**src/rtl/pwr_mode_pkg.sv**
```systemverilog
package pwr_mode_pkg;
    typedef enum logic [2:0] {
        ST_RUN     = 3'd0,
        ST_IDLE    = 3'd1,
        ST_SLEEP   = 3'd2,
        ST_DEEP    = 3'd3,
        ST_DS_EXIT = 3'd4
    } pwr_state_e;

    localparam logic MODE_IDLE  = 1'b0;
    localparam logic MODE_SLEEP = 1'b1;
endpackage

```
**src/rtl/pwr_wake_detect.sv**
```systemverilog
module pwr_wake_detect #(
    parameter int N_IRQ = 8
) (
    input  logic [N_IRQ-1:0] irq_req,
    input  logic [N_IRQ-1:0] irq_en,
    input  logic             wdt_timeout,
    input  logic             dswdt_timeout,
    output logic             lp_wake,
    output logic             ds_wake
);
    logic [N_IRQ-1:0] armed_src;

    // One qualifying gate per interrupt source.
    for (genvar g = 0; g < N_IRQ; g++) begin : g_src
        assign armed_src[g] = irq_req[g] & irq_en[g];
    end

    assign lp_wake = (|armed_src) | wdt_timeout;
    assign ds_wake = dswdt_timeout;
endmodule

```
**src/rtl/pwr_mode_fsm.sv**
```systemverilog
module pwr_mode_fsm
    import pwr_mode_pkg::*;
(
    input  logic       clk,
    input  logic       rst_n,
    input  logic       save_valid,
    input  logic       save_mode,
    input  logic       deep_arm_wr,
    input  logic       deep_arm_wdata,
    input  logic       lp_wake,
    input  logic       ds_wake,
    output pwr_state_e state,
    output logic       enter_sleep,
    output logic       deep_arm
);
    pwr_state_e state_q, state_d;
    logic       arm_q, arm_d;

    always_comb begin
        state_d = state_q;
        arm_d   = arm_q;
        unique case (state_q)
            ST_RUN: begin
                if (deep_arm_wr) arm_d = deep_arm_wdata;
                if (save_valid) begin
                    if (save_mode == MODE_IDLE) state_d = ST_IDLE;
                    else if (arm_q)             state_d = ST_DEEP;
                    else                        state_d = ST_SLEEP;
                end
            end
            ST_IDLE, ST_SLEEP: begin
                if (lp_wake) state_d = ST_RUN;
            end
            ST_DEEP: begin
                if (ds_wake) begin
                    state_d = ST_DS_EXIT;
                    arm_d   = 1'b0;
                end
            end
            ST_DS_EXIT: state_d = ST_RUN;
            default:    state_d = ST_RUN;
        endcase
    end

    always_ff @(posedge clk or negedge rst_n) begin
        if (!rst_n) begin
            state_q <= ST_RUN;
            arm_q   <= 1'b0;
        end else begin
            state_q <= state_d;
            arm_q   <= arm_d;
        end
    end

    assign state       = state_q;
    assign deep_arm    = arm_q;
    assign enter_sleep = (state_q == ST_RUN) && (state_d == ST_SLEEP);

    a_r2_idle_entry: assert property (@(posedge clk) disable iff (!rst_n)
        (state_q == ST_RUN && save_valid && save_mode == MODE_IDLE) |=> state_q == ST_IDLE);
    a_r3_sleep_entry: assert property (@(posedge clk) disable iff (!rst_n)
        (state_q == ST_RUN && save_valid && save_mode == MODE_SLEEP && !arm_q) |=> state_q == ST_SLEEP);
    a_r5_lp_wake: assert property (@(posedge clk) disable iff (!rst_n)
        ((state_q == ST_IDLE || state_q == ST_SLEEP) && lp_wake) |=> state_q == ST_RUN);
    a_r10_deep_hold: assert property (@(posedge clk) disable iff (!rst_n)
        (state_q == ST_DEEP && !ds_wake) |=> state_q == ST_DEEP);
    a_r10_exit_to_run: assert property (@(posedge clk) disable iff (!rst_n)
        (state_q == ST_DS_EXIT) |=> (state_q == ST_RUN && !arm_q));
    a_r12_arm_frozen: assert property (@(posedge clk) disable iff (!rst_n)
        (state_q == ST_IDLE || state_q == ST_SLEEP) |=> $stable(arm_q));
endmodule

```
**src/rtl/pwr_domain_ctrl.sv**
```systemverilog
module pwr_domain_ctrl
    import pwr_mode_pkg::*;
#(
    parameter int               SEL_W    = 3,
    parameter logic [SEL_W-1:0] RST_SEL  = 1,
    parameter logic [SEL_W-1:0] PARK_SEL = 0
) (
    input  logic             clk,
    input  logic             rst_n,
    input  pwr_state_e       state,
    input  logic             enter_sleep,
    input  logic             wdt_en,
    input  logic             lprc_user_wdt,
    input  logic             lprc_user_rtc,
    input  logic             clk_sel_wr,
    input  logic [SEL_W-1:0] clk_sel_wdata,
    output logic             cpu_clk_en,
    output logic             per_clk_en,
    output logic             mosc_en,
    output logic             lprc_en,
    output logic             fscm_en,
    output logic             io_freeze,
    output logic             mem_pwr_en,
    output logic             wdt_clr,
    output logic [SEL_W-1:0] clk_sel
);
    logic [SEL_W-1:0] sel_q;
    logic             clr_q;
    logic             lprc_keep;

    assign lprc_keep = lprc_user_wdt | lprc_user_rtc;

    always_ff @(posedge clk or negedge rst_n) begin
        if (!rst_n) begin
            sel_q <= RST_SEL;
            clr_q <= 1'b0;
        end else begin
            if (state == ST_RUN && clk_sel_wr) sel_q <= clk_sel_wdata;
            clr_q <= enter_sleep & wdt_en;
        end
    end

    always_comb begin
        cpu_clk_en = 1'b0;
        per_clk_en = 1'b0;
        mosc_en    = 1'b0;
        fscm_en    = 1'b0;
        lprc_en    = lprc_keep;
        io_freeze  = 1'b1;
        mem_pwr_en = 1'b1;
        clk_sel    = PARK_SEL;
        unique case (state)
            ST_RUN, ST_IDLE: begin
                cpu_clk_en = (state == ST_RUN);
                per_clk_en = 1'b1;
                mosc_en    = 1'b1;
                fscm_en    = 1'b1;
                lprc_en    = 1'b1;
                io_freeze  = 1'b0;
                clk_sel    = sel_q;
            end
            ST_SLEEP, ST_DS_EXIT: ;
            ST_DEEP:              mem_pwr_en = 1'b0;
            default:              ;
        endcase
    end

    assign wdt_clr = clr_q;

    a_r7_clr_single: assert property (@(posedge clk) disable iff (!rst_n)
        wdt_clr |=> !wdt_clr);
    a_r7_clr_in_sleep: assert property (@(posedge clk) disable iff (!rst_n)
        wdt_clr |-> state == ST_SLEEP);
    a_r9_sel_held: assert property (@(posedge clk) disable iff (!rst_n)
        (state != ST_RUN) |=> $stable(sel_q));
    a_r4_mem_off_frozen: assert property (@(posedge clk) disable iff (!rst_n)
        !mem_pwr_en |-> (io_freeze && !cpu_clk_en && !per_clk_en));
endmodule

```
**src/rtl/pwr_mode_seq.sv**
```systemverilog
module pwr_mode_seq
    import pwr_mode_pkg::*;
#(
    parameter int               N_IRQ    = 8,
    parameter int               SEL_W    = 3,
    parameter logic [SEL_W-1:0] RST_SEL  = 1,
    parameter logic [SEL_W-1:0] PARK_SEL = 0
) (
    input  logic             clk,
    input  logic             rst_n,
    input  logic             save_valid,
    input  logic             save_mode,
    input  logic             deep_arm_wr,
    input  logic             deep_arm_wdata,
    input  logic             clk_sel_wr,
    input  logic [SEL_W-1:0] clk_sel_wdata,
    input  logic [N_IRQ-1:0] irq_req,
    input  logic [N_IRQ-1:0] irq_en,
    input  logic             wdt_en,
    input  logic             wdt_timeout,
    input  logic             dswdt_timeout,
    input  logic             lprc_user_wdt,
    input  logic             lprc_user_rtc,
    output logic             cpu_clk_en,
    output logic             per_clk_en,
    output logic             mosc_en,
    output logic             lprc_en,
    output logic             fscm_en,
    output logic             io_freeze,
    output logic             mem_pwr_en,
    output logic             wdt_clr,
    output logic [SEL_W-1:0] clk_sel,
    output logic             deep_arm
);
    logic       lp_wake, ds_wake, enter_sleep;
    pwr_state_e state;

    pwr_wake_detect #(.N_IRQ(N_IRQ)) u_wake (
        .irq_req       (irq_req),
        .irq_en        (irq_en),
        .wdt_timeout   (wdt_timeout),
        .dswdt_timeout (dswdt_timeout),
        .lp_wake       (lp_wake),
        .ds_wake       (ds_wake)
    );

    pwr_mode_fsm u_fsm (
        .clk            (clk),
        .rst_n          (rst_n),
        .save_valid     (save_valid),
        .save_mode      (save_mode),
        .deep_arm_wr    (deep_arm_wr),
        .deep_arm_wdata (deep_arm_wdata),
        .lp_wake        (lp_wake),
        .ds_wake        (ds_wake),
        .state          (state),
        .enter_sleep    (enter_sleep),
        .deep_arm       (deep_arm)
    );

    pwr_domain_ctrl #(.SEL_W(SEL_W), .RST_SEL(RST_SEL), .PARK_SEL(PARK_SEL)) u_dom (
        .clk           (clk),
        .rst_n         (rst_n),
        .state         (state),
        .enter_sleep   (enter_sleep),
        .wdt_en        (wdt_en),
        .lprc_user_wdt (lprc_user_wdt),
        .lprc_user_rtc (lprc_user_rtc),
        .clk_sel_wr    (clk_sel_wr),
        .clk_sel_wdata (clk_sel_wdata),
        .cpu_clk_en    (cpu_clk_en),
        .per_clk_en    (per_clk_en),
        .mosc_en       (mosc_en),
        .lprc_en       (lprc_en),
        .fscm_en       (fscm_en),
        .io_freeze     (io_freeze),
        .mem_pwr_en    (mem_pwr_en),
        .wdt_clr       (wdt_clr),
        .clk_sel       (clk_sel)
    );
endmodule

```
**config.mk**
```make
export PLATFORM = sky130hd
export DESIGN_NAME = pwr_mode_seq
export DESIGN_NICKNAME = d
export VERILOG_FILES = /design/src/rtl/pwr_mode_pkg.sv /design/src/rtl/pwr_wake_detect.sv /design/src/rtl/pwr_mode_fsm.sv /design/src/rtl/pwr_domain_ctrl.sv /design/src/rtl/pwr_mode_seq.sv
export SDC_FILE = /design/constraint.sdc
export NUM_CORES = 1
export LEC_CHECK = 0
export BUFFER_PORTS_ARGS = -buffer_cell sky130_fd_sc_hd__buf_2
export CORE_AREA = 3 3 40 42
export CTS_CLUSTER_SIZE = 8
export DETAILED_ROUTE_END_ITERATION = 8
export DIE_AREA = 0 0 43 45
export GPL_ROUTABILITY_DRIVEN = 0
export PLACE_DENSITY = 0.81
export SLEW_MARGIN = 30
export SYNTH_ARGS = -nofsm -noshare
export SYNTH_HDL_FRONTEND = slang
export SYNTH_SLANG_ARGS = --single-unit
export TNS_END_PERCENT = 30
```
**constraint.sdc**
```tcl
create_clock -name clk -period 2.7 [get_ports clk]
set_input_delay 0.405 -clock clk [delete_from_list [all_inputs] [get_ports clk]]
set_output_delay 0.405 -clock clk [all_outputs]
set_load 0.01 [all_outputs]
```
==> results of run 1 <==
==> cell type report <==
class / instances / area (um2)
Multi-Input combinational cell: 31 / 245
Fill cell: 131 / 566
Tap cell: 15 / 18.8
Inverter: 2 / 7.51
Timing Repair Buffer: 43 / 220
Clock buffer: 4 / 26.3
Sequential cell: 8 / 201
==> sequential cells by signal, indices dropped and copies added (netlist names) <==
name            count
u_dom.sel_q         3
u_fsm.state         3
u_dom.wdt_clr       1
u_fsm.deep_arm      1
==> worst max-delay path: cells and delay by family (launching register included) <==
kind	cells	cell delay (ps)
AND/OR/NAND/NOR	2	550
flip-flops	1	460
buffers and inverters	1	130
==> logic make-up (layout without fill, tap and decap cells) <==
kind of cell,Yosys count,in the layout,share of synthesized area
simple gates,17,17,0.251
flops,8,8,0.429
compound gates,11,11,0.176
buf+inv,4,49,0.0480
mux,3,3,0.0960
==> through the flow <==
step,hold WS [ps],worst slack (ps),instance area (um2)
after detailed placement,252,1190,683
after CTS,385,910,719
after global routing,389,796,719
final,393,899,719
after floorplan,109,1240,469
after global placement,250,1250,683
==> power by group through the flow <==
stage | Clock [W] | Combinational (W) | Sequential [W]
floorplan | 0 | 0.000124 | 0.000177
global placement | 0 | 0.000190 | 0.000180
detailed placement | 0 | 0.000193 | 0.000182
CTS | 0.0000999 | 0.000194 | 0.000180
global route | 0.000106 | 0.000211 | 0.000185
finish | 0.0000965 | 0.000192 | 0.000181
==> final timing paths <==
path	cells past startpoint	endpoint	from	slack, ps
setup / recovery	3	clk_sel[0]	u_fsm.state[2]	900
hold / removal	2	u_dom.sel_q[1]	clk_sel_wdata[1]	390
setup reg to reg	4	u_fsm.state[0]	u_fsm.state[0]	1340
hold reg to reg	1	u_dom.sel_q[2]	u_dom.sel_q[2]	510
max in group asynchronous	2	u_dom.sel_q[0]	rst_n	1930
min in group asynchronous	2	u_fsm.state[0]	rst_n	520
==> routing by layer <==
| metal | GRT usage | vias up | wire length [um] |
|---|---|---|---|
| met3 | 0.0120 | 0 | 32 |
| met5 | 0 | - | 0 |
| met4 | 0.0542 | 0 | 0 |
| li1 | - | 245 | - |
| met2 | 0.225 | 7 | 692 |
| met1 | 0.155 | 200 | 497 |
==> cells in the mapped netlist <==
master | n | area, um2
sky130_fd_sc_hd__buf_4 | 2 | 15.0
sky130_fd_sc_hd__a22oi_1 | 2 | 15.0
sky130_fd_sc_hd__nor3b_1 | 1 | 7.51
sky130_fd_sc_hd__o21bai_1 | 1 | 7.51
sky130_fd_sc_hd__nand2_1 | 3 | 11.3
sky130_fd_sc_hd__o21ai_0 | 1 | 5.00
sky130_fd_sc_hd__a21oi_1 | 3 | 15.0
sky130_fd_sc_hd__nand4_1 | 1 | 6.26
sky130_fd_sc_hd__nand2b_1 | 1 | 6.26
sky130_fd_sc_hd__dfstp_2 | 1 | 26.3
sky130_fd_sc_hd__nor3_4 | 1 | 16.3
sky130_fd_sc_hd__nor2_1 | 1 | 3.75
sky130_fd_sc_hd__a222oi_1 | 1 | 10.0
sky130_fd_sc_hd__nor2b_2 | 1 | 8.76
sky130_fd_sc_hd__dfrtp_1 | 7 | 175
sky130_fd_sc_hd__or3_1 | 1 | 6.26
sky130_fd_sc_hd__inv_1 | 2 | 7.51
sky130_fd_sc_hd__nand3b_1 | 1 | 7.51
sky130_fd_sc_hd__and3_1 | 1 | 6.26
sky130_fd_sc_hd__mux2_4 | 3 | 45.0
sky130_fd_sc_hd__nor3b_2 | 1 | 12.5
sky130_fd_sc_hd__o22ai_2 | 1 | 12.5
sky130_fd_sc_hd__a21boi_1 | 1 | 7.51
sky130_fd_sc_hd__a32o_1 | 1 | 10.0
sky130_fd_sc_hd__nand2_2 | 1 | 6.26
sky130_fd_sc_hd__and2_1 | 3 | 18.8
==> timing repair <==
item / CTS / global route
hold buffers: 1 / 0
gates resized for setup: 0 / 0
hold endpoints to repair: 7 / 0
setup buffers: 0 / 0
==> results, run 1 <==
- Setup repair after global routing left no endpoint under its margin.
- The floorplan core area is approximately 1300 um2.
- The switching share of power is 0.329.
- Once layout is complete, the utilization of the core stands at 0.560.
- The number of buffers inserted during clock tree synthesis is 3.
- For this configuration, the core starts out at a cell density of 0.365.
- Of the total power, the clock network draws 0.205.
- The via count of the first global-routing pass is around 420.
- Across every metal layer, demand over resource in global routing totals 0.126.
- The per-cell via count in the routed design is roughly 4.4.
- For the worst setup path, the data arrival time is approximately 1400 ps.
- The number of antenna violations at the first check in global routing is 0.
- Summing internal, switching and leakage power gives around 0.00047 W.
- Summed over all nets, the half-perimeter wirelength after detailed placement is between 1 and 1.5 mm.
- The slowest stage of the critical path is the sky130_fd_sc_hd__dfrtp_1 cell.
- The floorplan step defined a die boundary enclosing approximately 1900 um2.
- The critical path in this run is classified as reg2out.
- The category of the worst setup path capture point is an output port.
- After clock tree synthesis, the clock-pin slew on the worst setup and hold paths is around 60 ps.
- From bottom edge to top edge, the die measures between 40 and 50 um.
- The flow ran to the end, and the final reports show no timing, DRC or antenna violations.
- In this run the tightest slew margin relative to its limit is 0.725.
- At the pin with the least slew margin, the transition time is between 400 and 500 ps.
- During synthesis, Yosys emitted a total of 0 warnings.
- After synthesis the netlist holds a flip-flop and latch count of 8.
- The share of total power dissipated in combinational logic is 0.410.
- The detailed router finished its first iteration with 13 violations.
- The longest individual stage delay on the worst path is around 460 ps.
- Clock tree synthesis selected as its root buffer the cell sky130_fd_sc_hd__clkbuf_4.
- The insertion delay to the later sink of the worst-skew pair is ~250 ps.
- The overflow left after global routing is 0.
- The clock tree from TritonCTS is done.
- In this run the worst hold path is classified as in2reg.
- Data on the critical path is required at its endpoint by approximately 2300 ps.
- VDD sags by at most ~430 uV.
- The count of TritonRoute iterations in the first routing pass is 4.
- In the final layout, the share of cells above drive strength 1 is 0.614.
- The worst setup path is launched from a register.
- In the final routed layout, each cell accounts on average for between 10 and 15 um.
- The net switching power figure is approximately 0.00015 W.
- Across the run, the number of max-cap violations was 0.
- In the layout the commonest cells are sky130_fd_sc_hd__buf_2 (42), sky130_fd_sc_hd__dfrtp_1 (7).
- The signal on the critical path passes through nor2_1 -> and2_1 -> buf_2.
- For this run, the top clock speed supported by timing is roughly 560 MHz.
- The final cell count without fillers is about 100.
- Setup violations remaining at the end of the flow were counted as 0.
- The leading cell type in the layout, fill and taps excluded is sky130_fd_sc_hd__buf_2.
- Wires add up to roughly 1.2 mm.
- The largest fanout on the critical path is 9.
- For this run, the register share of the synthesized area comes to 0.429.
- Including well taps, the total number of placed cells is 98.
- The final worst clock skew is ~14 ps.
- The post-synthesis cell area is 469 um2.
- The I/O pin total is 43.
- The number of placement rows is 13.
- The remaining number of nets flagged by the antenna check after routing is 0.
- The number of distinct library cells after synthesis is 26.
- The internal power of the cells totals ~0.00031 W.
- Measured along the x axis, the die boundary spans 43 um.
- The repair_antennas step left the layout with diodes totalling 0.
- The final sum of negative setup slack is 0 ps.
- The net count after synthesis is 74.
- The maximum clock path buffer count is 2.
- After synthesis, the mean cell area works out to 10.9 um2.
- The remaining routing DRC violations is 0.
- The count of clock tree sinks is 8.
- The analysis attributes to cell leakage a power of between 0.3 and 0.4 nW.
- The clock period could shrink to 1800 ps.
- The count of input and output buffers is 42.
- The largest net degree at the start of global routing is 10.
- The max-slew violation total from the final report is 0.
- Of the total power, registers draw 0.385.
- The cell area power density is about 650 nW/um2.
- In this run the number of H-tree levels came out at 1.
- The number of hold violations in the final report is 0.
- The first-pass GRT wire length is about 1.8 mm.
- The period utilization is 0.667.
- The synthesized instance count is 43.
- The net total in the final layout is 120.
- From synthesis to final layout, the design area changed by 53.3%.
- The number of vias after detailed routing is 452.
(Power assumes the default switching activity.)
==> run 2, diff against run 1 <==
--- a/config.mk
+++ b/config.mk
@@ -6,12 +6,12 @@
 export NUM_CORES = 1
 export LEC_CHECK = 0
 export BUFFER_PORTS_ARGS = -buffer_cell sky130_fd_sc_hd__buf_2
-export CORE_AREA = 3 3 40 42
+export CORE_MARGIN = 3
+export CORE_UTILIZATION = 35
 export CTS_CLUSTER_SIZE = 8
 export DETAILED_ROUTE_END_ITERATION = 8
-export DIE_AREA = 0 0 43 45
 export GPL_ROUTABILITY_DRIVEN = 0
-export PLACE_DENSITY = 0.81
+export PLACE_DENSITY = 0.8
 export SLEW_MARGIN = 30
 export SYNTH_ARGS = -nofsm -noshare
 export SYNTH_HDL_FRONTEND = slang
==> constraint.sdc (replaced) <==
create_clock -name clk -period 1.75 [get_ports clk]
set_input_delay 0.2625 -clock clk [delete_from_list [all_inputs] [get_ports clk]]
set_output_delay 0.2625 -clock clk [all_outputs]
set_load 0.01 [all_outputs]
==> run 2 against run 1 <==
Net effect: power up 56%; wire length up 9.6%; worst setup slack worse by 720 ps.
==> results, run 2 (synthesis results as in run 1) <==
- The kind of start point of the critical path is a register.
- The proportion of power drawn by combinational gates is 0.415.
- The finished layout holds between 100 and 150 standard cells, fillers aside.
- The worst reg-to-reg setup slack is 410 ps.
- The overall routing resource usage is 0.159.
- Of the available clock period, the critical path in the final layout requires 0.899.
- Among all stages on the critical path, the largest delay is contributed by sky130_fd_sc_hd__dfrtp_1.
- The detailed-placement wirelength estimate is 1.10 mm.
- The horizontal die dimension is 42.6 um.
- The tool flagged a number of max-cap violations equal to 0.
- The area overhead of the layout relative to synthesis is 53.6%.
- Power spread over the standard cell area amounts to 1020 nW/um2.
- The effective utilization at floorplan is 0.396.
- The floorplan step defined a die boundary enclosing between 1500 and 2000 um2.
- The final layout contains routed wiring with a total length of around 1.3 mm.
- The first-pass GRT wire length is 2.13 mm.
- The share of total power dissipated in the clock network is 0.206.
- Setup repair after global routing left no endpoint under its margin.
- The remaining number of nets flagged by the antenna check after routing is 0.
- Together, buffers and inverters on the worst path number 1.
- Of the total power, the share spent switching nets is 0.335.
- The cell sitting at the root of the clock tree is a sky130_fd_sc_hd__clkbuf_4.
- The top cell types in the final layout, fill and taps aside, are sky130_fd_sc_hd__buf_2 (42), sky130_fd_sc_hd__dfrtp_1 (7).
- The worst setup slack after layout is 176 ps.
- Entering global routing, the biggest net connects 10 pins.
- In the routed layout, each cell is associated on average with a via count of about 4.7.
- Buffers inserted during clock tree synthesis total 3.
- The largest fanout on the critical path is 9.
- The category of the worst setup path capture point is an output port.
- Row generation in the floorplan step produced 12 rows.
- The setup path with the least slack is of type reg2out.
- Data on the critical path is required at its endpoint by about 1500 ps.
- The worst path in the final design needs a cycle of 1570 ps, including I/O delays and setup.
- The total placed cells including tap cells is 97.
- The floorplan core area is 1190 um2.
- The via count of the first global-routing pass was slightly above 500.
- Cell internal power was estimated by the tool at ~0.0005 W.
- The count of TritonRoute iterations in the first routing pass is 4.
- After clock tree synthesis, the clock-pin slew on the worst setup and hold paths is around 60 ps.
- At the later pin of the worst-skew pair, clock insertion delay measures ~250 ps.
- The sequential share of power is 0.379.
- The transition at the pin with the smallest max-transition slack is ~270 ps.
- The run finished with clean final reports.
- The cell family with the largest share of critical-path delay is flip-flops.
- The upper clock frequency limit is between 600 and 700 MHz.
- The remaining routing DRC violations is 0.
- For this design the top-level I/O count stands at 43.
- 0 antenna diodes ended up in the layout.
- The number of buffers inserted by post-CTS setup repair is 0.
- The die is between 40 and 50 um tall.
- Counting every sink on the clock net gives 8.
- The max-slew violation total from the final report is 0.
- Measured against its own limit, the worst slew margin works out to 0.819.
- The analysis attributes to net switching a power of around 0.00025 W.
- The clock passes through at most 2 buffers.
- Traced cell by cell, the critical path runs through nor2_2 -> or3_1 -> buf_2.
- Dividing the detail-routed wire length by the instance count gives 13.1 um.
- The path type of the worst min-delay path is in2reg.
- Port buffering added 42 buffers.
- The library cell used most frequently in the layout, excluding fill and tap cells, is sky130_fd_sc_hd__buf_2.
- The largest vdd supply drop is about 520 uV.
- TritonCTS built the clock tree.
- For the final database, setup skew stands at 7.11 ps.
- Setup total negative slack on the finished layout was measured at 0 ps.
- The longest individual stage delay on the worst path is 480 ps.
- STA puts the critical path data arrival time at 1310 ps.
- Setup violations remaining at the end of the flow were counted as 0.
- Before CTS, the worst setup slack after placement is 387 ps.
- The routed layout has 480 vias.
- The ratio of cells with drive above 1 in the final layout is 0.625.
- The number of hold violations in the final report came to 0.
- The number of antenna violations at the first check in global routing was 0.
- The initial DRC count is 7.
- Summed over all layers, the global routing overflow is 0.
- The net count of the finished layout is 120.
- For this design the static power due to leakage is 0.385 nW.
- CTS built an H-tree with a depth of 1.
- The design draws roughly 0.00073 W.
- The final standard cell utilization of the core is 0.608.
==> run 2: cell counts in the layout (fill, tap and decap cells not counted) <==
Identical to the previous run, type by type.
==> run 2: power by group through the flow <==
stage               logic (W)  clock network, W  registers, W
floorplan            0.000191                 0      0.000274
global placement     0.000293                 0      0.000277
detailed placement   0.000303                 0      0.000280
CTS                  0.000306          0.000156      0.000277
global route         0.000331          0.000174      0.000286
finish               0.000304          0.000151      0.000278
==> run 2: layout make-up <==
cell class | count | area [um2]
fill | 112 | 465
multi-input combinational | 31 | 248
timing repair buffer | 43 | 220
sequential | 8 | 201
clock buffer | 4 | 26.3
tap | 14 | 17.5
inverter | 2 | 7.51
==> run 2: routing by layer <==
metal | global-route usage | part of all wire
met1 | 0.163 | 0.38
met2 | 0.286 | 0.56
met3 | 0.0258 | 0.043
met4 | 0.112 | 0.013
met5 | 0 | 0
==> run 2: per-stage QoR <==
stage	hold slack, ps	instance area, um2
floorplan	-33.1	469
global placement	108	682
detailed placement	112	682
CTS	242	718
global route	235	721
finish	248	721
==> run 2: path summary, 6_finish.rpt <==
kind	from	endpoint	cells past startpoint
max	u_fsm.state[2]	lprc_en	3
min	clk_sel_wdata[2]	u_dom.sel_q[2]	2
max reg2reg	u_fsm.state[1]	u_dom.sel_q[1]	3
min in group asynchronous	rst_n	u_fsm.state[1]	2
min reg2reg	u_dom.sel_q[2]	u_dom.sel_q[2]	1
max in group asynchronous	rst_n	u_dom.sel_q[0]	2
==> run 2: what timing repair did <==
item,in CTS,in global routing
gates resized for setup,0,1
endpoints found under the hold margin,7,0
hold buffers,1,0
endpoints found under the setup margin,0,4
